--- src/rtl/remap_pkg.sv ---
package remap_pkg;

  // Path selected for one remote host.
  typedef enum logic {
    PATH_PRIMARY   = 1'b0,
    PATH_SECONDARY = 1'b1
  } path_e;

  localparam int unsigned DEF_ADDR_W    = 48;
  localparam int unsigned DEF_NUM_HOSTS = 8;
  localparam int unsigned DEF_IDX_W     = 4;
  localparam int unsigned DEF_SLOT_LOG2 = 35;  // 32 GB slot
  localparam int unsigned DEF_BASE_LOG2 = 36;  // first alias at 64 GB
  localparam int unsigned DEF_ALT_LOG2  = 40;  // secondary alias offset 1 TB

endpackage

--- src/rtl/alias_window_decode.sv ---
module alias_window_decode #(
  parameter int unsigned ADDR_W    = remap_pkg::DEF_ADDR_W,
  parameter int unsigned NUM_HOSTS = remap_pkg::DEF_NUM_HOSTS,
  parameter int unsigned SLOT_LOG2 = remap_pkg::DEF_SLOT_LOG2,
  parameter int unsigned BASE_LOG2 = remap_pkg::DEF_BASE_LOG2,
  parameter int unsigned SEL_W     = 3
) (
  input  logic [ADDR_W-1:0] addr_i,
  output logic              hit_o,
  output logic [SEL_W-1:0]  host_o
);

  localparam logic [ADDR_W-1:0] WIN_BASE = ADDR_W'(64'd1) << BASE_LOG2;
  localparam logic [ADDR_W-1:0] SLOT_SZ  = ADDR_W'(64'd1) << SLOT_LOG2;
  localparam logic [ADDR_W-1:0] WIN_END  = WIN_BASE + (ADDR_W'(NUM_HOSTS) << SLOT_LOG2);

  // Lower bound of slot k inside the alias window.
  function automatic logic [ADDR_W-1:0] slot_floor(input int unsigned k);
    return WIN_BASE + (ADDR_W'(k) * SLOT_SZ);
  endfunction

  always_comb begin
    hit_o = (addr_i >= WIN_BASE) && (addr_i < WIN_END);
  end

  // Highest slot whose floor lies at or below the address.
  always_comb begin
    host_o = '0;
    for (int unsigned k = 1; k < NUM_HOSTS; k++) begin
      if (addr_i >= slot_floor(k)) host_o = SEL_W'(k);
    end
  end

endmodule

--- src/rtl/path_state_table.sv ---
module path_state_table #(
  parameter int unsigned NUM_HOSTS = remap_pkg::DEF_NUM_HOSTS,
  parameter int unsigned IDX_W     = remap_pkg::DEF_IDX_W,
  parameter int unsigned SEL_W     = 3
) (
  input  logic                 clk_i,
  input  logic                 rst_ni,
  input  logic                 fail_valid_i,
  input  logic [IDX_W-1:0]     fail_host_i,
  input  logic                 restore_valid_i,
  input  logic [IDX_W-1:0]     restore_host_i,
  output logic [NUM_HOSTS-1:0] path_sec_o,
  output logic                 idx_err_o
);

  import remap_pkg::*;

  logic fail_in_rng;
  logic rest_in_rng;
  logic err_d;
  logic err_q;

  always_comb begin
    fail_in_rng = 32'(fail_host_i) < NUM_HOSTS;
    rest_in_rng = 32'(restore_host_i) < NUM_HOSTS;
    err_d = (fail_valid_i && !fail_in_rng) || (restore_valid_i && !rest_in_rng);
  end

  for (genvar k = 0; k < NUM_HOSTS; k++) begin : g_host
    logic  set_k;
    logic  clr_k;
    logic  en_k;
    path_e path_d;
    path_e path_q;

    // Failover takes priority over a restore for the same host.
    always_comb begin
      set_k  = fail_valid_i    && (fail_host_i    == IDX_W'(k));
      clr_k  = restore_valid_i && (restore_host_i == IDX_W'(k));
      en_k   = set_k || clr_k;
      path_d = set_k ? PATH_SECONDARY : PATH_PRIMARY;
    end

    always_ff @(posedge clk_i or negedge rst_ni) begin
      if (!rst_ni) begin
        path_q <= PATH_PRIMARY;
      end else if (en_k) begin
        path_q <= path_d;
      end
    end

    assign path_sec_o[k] = (path_q == PATH_SECONDARY);
  end

  always_ff @(posedge clk_i or negedge rst_ni) begin
    if (!rst_ni) begin
      err_q <= 1'b0;
    end else begin
      err_q <= err_d;
    end
  end

  assign idx_err_o = err_q;

  AST_FAIL_SWITCHES: assert property (@(posedge clk_i) disable iff (!rst_ni)
    (fail_valid_i && fail_in_rng) |=> path_sec_o[$past(fail_host_i[SEL_W-1:0])]);
  AST_RESTORE_RETURNS: assert property (@(posedge clk_i) disable iff (!rst_ni)
    (restore_valid_i && rest_in_rng && !(fail_valid_i && fail_host_i == restore_host_i))
    |=> !path_sec_o[$past(restore_host_i[SEL_W-1:0])]);
  AST_TIE_FAILOVER_WINS: assert property (@(posedge clk_i) disable iff (!rst_ni)
    (fail_valid_i && restore_valid_i && fail_in_rng && fail_host_i == restore_host_i)
    |=> path_sec_o[$past(fail_host_i[SEL_W-1:0])]);
  AST_BAD_INDEX_FLAGGED: assert property (@(posedge clk_i) disable iff (!rst_ni)
    (fail_valid_i && !fail_in_rng) |=> idx_err_o);
  AST_BAD_INDEX_INERT: assert property (@(posedge clk_i) disable iff (!rst_ni)
    ((!fail_valid_i || !fail_in_rng) && (!restore_valid_i || !rest_in_rng))
    |=> $stable(path_sec_o));

endmodule

--- src/rtl/alias_rewrite.sv ---
module alias_rewrite #(
  parameter int unsigned ADDR_W    = remap_pkg::DEF_ADDR_W,
  parameter int unsigned NUM_HOSTS = remap_pkg::DEF_NUM_HOSTS,
  parameter int unsigned ALT_LOG2  = remap_pkg::DEF_ALT_LOG2,
  parameter int unsigned SEL_W     = 3
) (
  input  logic [ADDR_W-1:0]    addr_i,
  input  logic                 hit_i,
  input  logic [SEL_W-1:0]     host_i,
  input  logic [NUM_HOSTS-1:0] path_sec_i,
  output logic [ADDR_W-1:0]    addr_o
);

  localparam logic [ADDR_W-1:0] ALT_OFS = ADDR_W'(64'd1) << ALT_LOG2;

  logic use_alt;

  always_comb begin
    use_alt = hit_i && path_sec_i[host_i];
    addr_o  = use_alt ? (addr_i + ALT_OFS) : addr_i;
  end

endmodule

--- src/rtl/dual_path_remapper.sv ---
module dual_path_remapper #(
  parameter int unsigned ADDR_W    = remap_pkg::DEF_ADDR_W,
  parameter int unsigned NUM_HOSTS = remap_pkg::DEF_NUM_HOSTS,
  parameter int unsigned IDX_W     = remap_pkg::DEF_IDX_W,
  parameter int unsigned SLOT_LOG2 = remap_pkg::DEF_SLOT_LOG2,
  parameter int unsigned BASE_LOG2 = remap_pkg::DEF_BASE_LOG2,
  parameter int unsigned ALT_LOG2  = remap_pkg::DEF_ALT_LOG2
) (
  input  logic              clk_i,
  input  logic              rst_ni,
  input  logic [ADDR_W-1:0] req_addr_i,
  output logic [ADDR_W-1:0] req_addr_o,
  input  logic              fail_valid_i,
  input  logic [IDX_W-1:0]  fail_host_i,
  input  logic              restore_valid_i,
  input  logic [IDX_W-1:0]  restore_host_i,
  output logic              idx_err_o
);

  localparam int unsigned SEL_W = (NUM_HOSTS > 1) ? $clog2(NUM_HOSTS) : 1;
  localparam logic [ADDR_W-1:0] ALT_OFS = ADDR_W'(64'd1) << ALT_LOG2;

  // Reset synchronizer: asynchronous assertion, synchronous release.
  logic [1:0] rst_sync_q;
  logic       rst_sync_n;

  always_ff @(posedge clk_i or negedge rst_ni) begin
    if (!rst_ni) begin
      rst_sync_q <= 2'b00;
    end else begin
      rst_sync_q <= {rst_sync_q[0], 1'b1};
    end
  end

  assign rst_sync_n = rst_sync_q[1];

  logic                 win_hit;
  logic [SEL_W-1:0]     win_host;
  logic [NUM_HOSTS-1:0] path_sec;

  alias_window_decode #(
    .ADDR_W   (ADDR_W),
    .NUM_HOSTS(NUM_HOSTS),
    .SLOT_LOG2(SLOT_LOG2),
    .BASE_LOG2(BASE_LOG2),
    .SEL_W    (SEL_W)
  ) u_decode (
    .addr_i(req_addr_i),
    .hit_o (win_hit),
    .host_o(win_host)
  );

  path_state_table #(
    .NUM_HOSTS(NUM_HOSTS),
    .IDX_W    (IDX_W),
    .SEL_W    (SEL_W)
  ) u_table (
    .clk_i          (clk_i),
    .rst_ni         (rst_sync_n),
    .fail_valid_i   (fail_valid_i),
    .fail_host_i    (fail_host_i),
    .restore_valid_i(restore_valid_i),
    .restore_host_i (restore_host_i),
    .path_sec_o     (path_sec),
    .idx_err_o      (idx_err_o)
  );

  alias_rewrite #(
    .ADDR_W   (ADDR_W),
    .NUM_HOSTS(NUM_HOSTS),
    .ALT_LOG2 (ALT_LOG2),
    .SEL_W    (SEL_W)
  ) u_rewrite (
    .addr_i    (req_addr_i),
    .hit_i     (win_hit),
    .host_i    (win_host),
    .path_sec_i(path_sec),
    .addr_o    (req_addr_o)
  );

  AST_OUTSIDE_PASSES: assert property (@(posedge clk_i) disable iff (!rst_sync_n)
    !win_hit |-> (req_addr_o == req_addr_i));
  AST_SHIFT_IS_ALT: assert property (@(posedge clk_i) disable iff (!rst_sync_n)
    (req_addr_o != req_addr_i) |-> (req_addr_o - req_addr_i == ALT_OFS));
  AST_PRIMARY_PASSES: assert property (@(posedge clk_i) disable iff (!rst_sync_n)
    (win_hit && !path_sec[win_host]) |-> (req_addr_o == req_addr_i));
  AST_RESET_CLEAN: assert property (@(posedge clk_i)
    (rst_sync_n && !$past(rst_sync_n)) |-> (path_sec == '0 && !idx_err_o));

endmodule

--- config.mk ---
export PLATFORM = sky130hd
export DESIGN_NAME = dual_path_remapper
export DESIGN_NICKNAME = d
export VERILOG_FILES = /design/src/rtl/remap_pkg.sv /design/src/rtl/alias_window_decode.sv /design/src/rtl/path_state_table.sv /design/src/rtl/alias_rewrite.sv /design/src/rtl/dual_path_remapper.sv
export SDC_FILE = /design/constraint.sdc
export NUM_CORES = 1
export LEC_CHECK = 0
export ABC_AREA = 1
export BUFFER_PORTS_ARGS = -buffer_cell sky130_fd_sc_hd__buf_2
export CAP_MARGIN = 30
export CORE_AREA = 2 2 78 80
export DETAILED_ROUTE_END_ITERATION = 16
export DIE_AREA = 0 0 80 82
export GPL_ROUTABILITY_DRIVEN = 1
export PLACE_DENSITY = 0.55
export RECOVER_POWER = 100
export SLEW_MARGIN = 15
export SYNTH_ARGS = -nofsm -noshare
export SYNTH_HDL_FRONTEND = slang
export SYNTH_SLANG_ARGS = --single-unit
--- constraint.sdc ---
create_clock -name clk_i -period 1.8 [get_ports clk_i]
set_input_delay 0.18 -clock clk_i [delete_from_list [all_inputs] [get_ports clk_i]]
set_output_delay 0.18 -clock clk_i [all_outputs]
set_load 0.1 [all_outputs]
==> flow_summary.yaml <==
timing:
  max_freq_mhz: 465
  worst_hold_slack_ns: 0.145
  layout_setup_ws_ns: -0.351
  setup_viol: 3
  rsz0062_at_grt: "true"
  hold_viol: 0
  relSlewSlack_pct: 22.8
  fin_crit_ns: 2.15
  worst_pin_slew_ns: 1.16
  fin_crit_sh_pct: 120
  finClkSkew_ns: 0.00238
  finalMaxSlewViolations: 0
routing:
  wl_per_cell_um: 10.0
  drt-pass1-iter-count: 4
  drt_iter0_drc: 38
  vias: 1796
  wl_mm: 4.24
  vias_per_cell: 4.25
  drc_errors: 0
  postRouteAntennaNets: 0
die:
  core_area_sq_mm: 0.00575
  pin_count: 109
  die_height_um: 82
  start_util_pct: 26.1
  die_area_sq_mm: 0.00656
  std_cell_rows: 28
  fp.dieW_um: 80
grt:
  grt_max_degree: 10
  gr-total-overflow: 0
  grt_usage_pct: 11.5
  grt_pass1_wl_mm: 6.08
  antenna_found_initial: 0
  grt_pass1_vias: 1512
placement:
  placed_cells: 413
  place.port_buffers: 108
  placed_area_sq_mm: 0.00212
  hpwl_mm: 3.45
  globalplace.congestion: 0.759
clocking:
  clk_path_buf_depth: 2
  cts_inserted_buffers: 3
  cts_tree: "yes"
  htreeDepth: 1
  clk_latency_ns: 0.24
  cts_sinks: 11
  clk_pin_slew_worst_paths_ns: 0.05
  cts_root_buf: "clkbuf_8"
status:
  status: "finished, violations left"
  failed_checks: "negative setup slack"
worst_setup_path:
  crit_required_ns: 1.62
  cp-end-kind: "output pin"
  critPathKind: "input pin to output pin"
  reg2reg_slack_ns: 1.13
  worstPathArrival_ns: 1.97
  worstPathMaxFanout: 5
  cp-start-kind: "input pin"
  r2r_cells: 2
power:
  leakagePower_uw: 0.00127
  p_per_area_mw_per_mm2: 553
  irDropWorstVdd_mv: 0.489
layout:
  instances_no_fill: 423
  area_growth_syn_to_layout_pct: 71.5
  multi_input_area_sq_mm: 0.00110
  nFillCells: 610
  nNetsFinal: 412
  drive_above_1_share_pct: 60.9
  stdcell_area_sq_mm: 0.00257
  diodes: 0
  seq_area_sq_um: 275
yosys:
  yosys_register_bits: 11
  syn_nets: 311
  yosysUniqueCellTypes: 26
  yosysWarnings: 0
  ys_seq_area_share_pct: 18.4
  synthCells: 248
  synth_area_sq_mm: 0.00150
  syn_avg_cell_area_sq_um: 6.04
job:
  cap_violations: 0
hold_path:
  hp-class: "flop to async pin"
cells in the mapped netlist, drive strengths merged:
| master | count | share of area [%] |
|---|---|---|
| nor3b | 1 | 0.50 |
| nand2 | 71 | 18 |
| nor3 | 3 | 1.0 |
| nand3 | 13 | 6.3 |
| clkinv | 3 | 0.83 |
| a21oi | 6 | 2.3 |
| conb | 1 | 0.25 |
| nor4 | 1 | 0.42 |
| o21ai | 11 | 3.7 |
| dfrtp | 11 | 18 |
| nor2 | 45 | 13 |
| ha | 3 | 2.5 |
| clkbuf | 5 | 1.3 |
| buf | 40 | 20 |
| a22o | 1 | 0.58 |
| nand4 | 7 | 3.3 |
| nand3b | 1 | 0.50 |
| inv | 25 | 6.3 |
critical path: stages:
cell and delay (ns):
buf_2 0.13, inv_4 0.07, ha_4 0.13, nand2_4 0.05, nor2_4 0.18, nand2_2 0.07
nand2_2 0.10, a21oi_2 0.04, nand2_1 0.07, nand2_2 0.07, nand2_2 0.09, nand2_2 0.05
nand3_2 0.06, nand3_2 0.09, nand2_4 0.09, nand4_1 0.20, nand2_8 0.12, buf_12 0.17
report_power, final:
group | internal [uW] | switching, uW
Clock | 155 | 88.4
Sequential | 292 | 30.1
Combinational | 227 | 630
through the flow:
step	setup WS, ns	total power, uW	util, %	setup TNS (ns)
4_1_cts	-0.348	1360	38.5	-0.939
3_3_place_gp	-0.361	1100	36.8	-0.941
3_5_place_dp	-0.369	1110	36.8	-0.965
2_1_floorplan	-0.0121	947	-	-0.0207
5_1_grt	-0.522	1500	44.8	-1.43
6_report	-0.351	1420	44.8	-0.925
path summary, 6_finish.rpt:
| path | from | endpoint |
|---|---|---|
| worst max-delay path | req_addr_i[41] | req_addr_o[40] |
| worst min-delay path | rst_sync_q[1]$_DFF_PN0_ | u_table.g_host[0].path_q$_DFFE_PN0P_ |
| worst max register to register | u_table.g_host[1].path_q$_DFFE_PN0P_ | u_table.g_host[1].path_q$_DFFE_PN0P_ |
| worst min register to register | rst_sync_q[1]$_DFF_PN0_ | u_table.g_host[0].path_q$_DFFE_PN0P_ |
| max in group asynchronous | rst_sync_q[1]$_DFF_PN0_ | u_table.idx_err_o$_DFF_PN0_ |
| min in group clk_i | restore_host_i[3] | u_table.idx_err_o$_DFF_PN0_ |
layout make-up:
cell class,instances,share of cell area (%)
clock buffer,4,1.75
multi-input combinational,164,42.6
tap,75,3.65
sequential,11,10.7
inverter,28,4.57
timing repair buffer,141,36.7
repair_timing:
item                                    4_1_cts  5_1_grt
endpoints found under the setup margin        3        3
setup buffers                                 1        4
hold endpoints to repair                      2        0
hold buffers                                  1        0
pin swaps                                     2       27
resized for setup                             9       85
placed cells by master (no fill, tap or decap), drive strengths merged:
cell         netlist  routed
a22o               1       1
nor2              45      45
nor3               3       3
dfrtp             11      11
conb               1       1
nand3b             1       1
ha                 3       3
nand3             13      13
nor4               1       1
clkinv             3       1
buf               40     135
nand4              7       7
nor3b              1       1
dlygate4sd3        0       1
o21ai             11      11
a21oi              6       6
inv               25      27
nand2             71      71
clkbuf             5       9
cells by family after synthesis:
group	synth area share (%)
and+or+nand+nor	44.0
buffers and inverters	28.4
DFF	18.4
AOI/OAI and AO/OA	6.51
adders and majority gates	2.50
other	0.250
flip-flops by register name, summed over array words and instances (netlist names):
register / cells
u_table.g_host.path_q: 8
rst_sync_q: 2
u_table.idx_err_o: 1
per-layer routing:
layer | global-route usage, % | share of wire [%] | vias up | wire (um)
li1 | - | - | 928 | -
met1 | 13.4 | 41 | 787 | 1750
met2 | 21.0 | 50 | 75 | 2120
met3 | 1.32 | 7.4 | 6 | 315
met4 | 5.08 | 1.4 | 0 | 59
met5 | 0 | 0 | - | 0
Power figures use the tool's default switching activity.
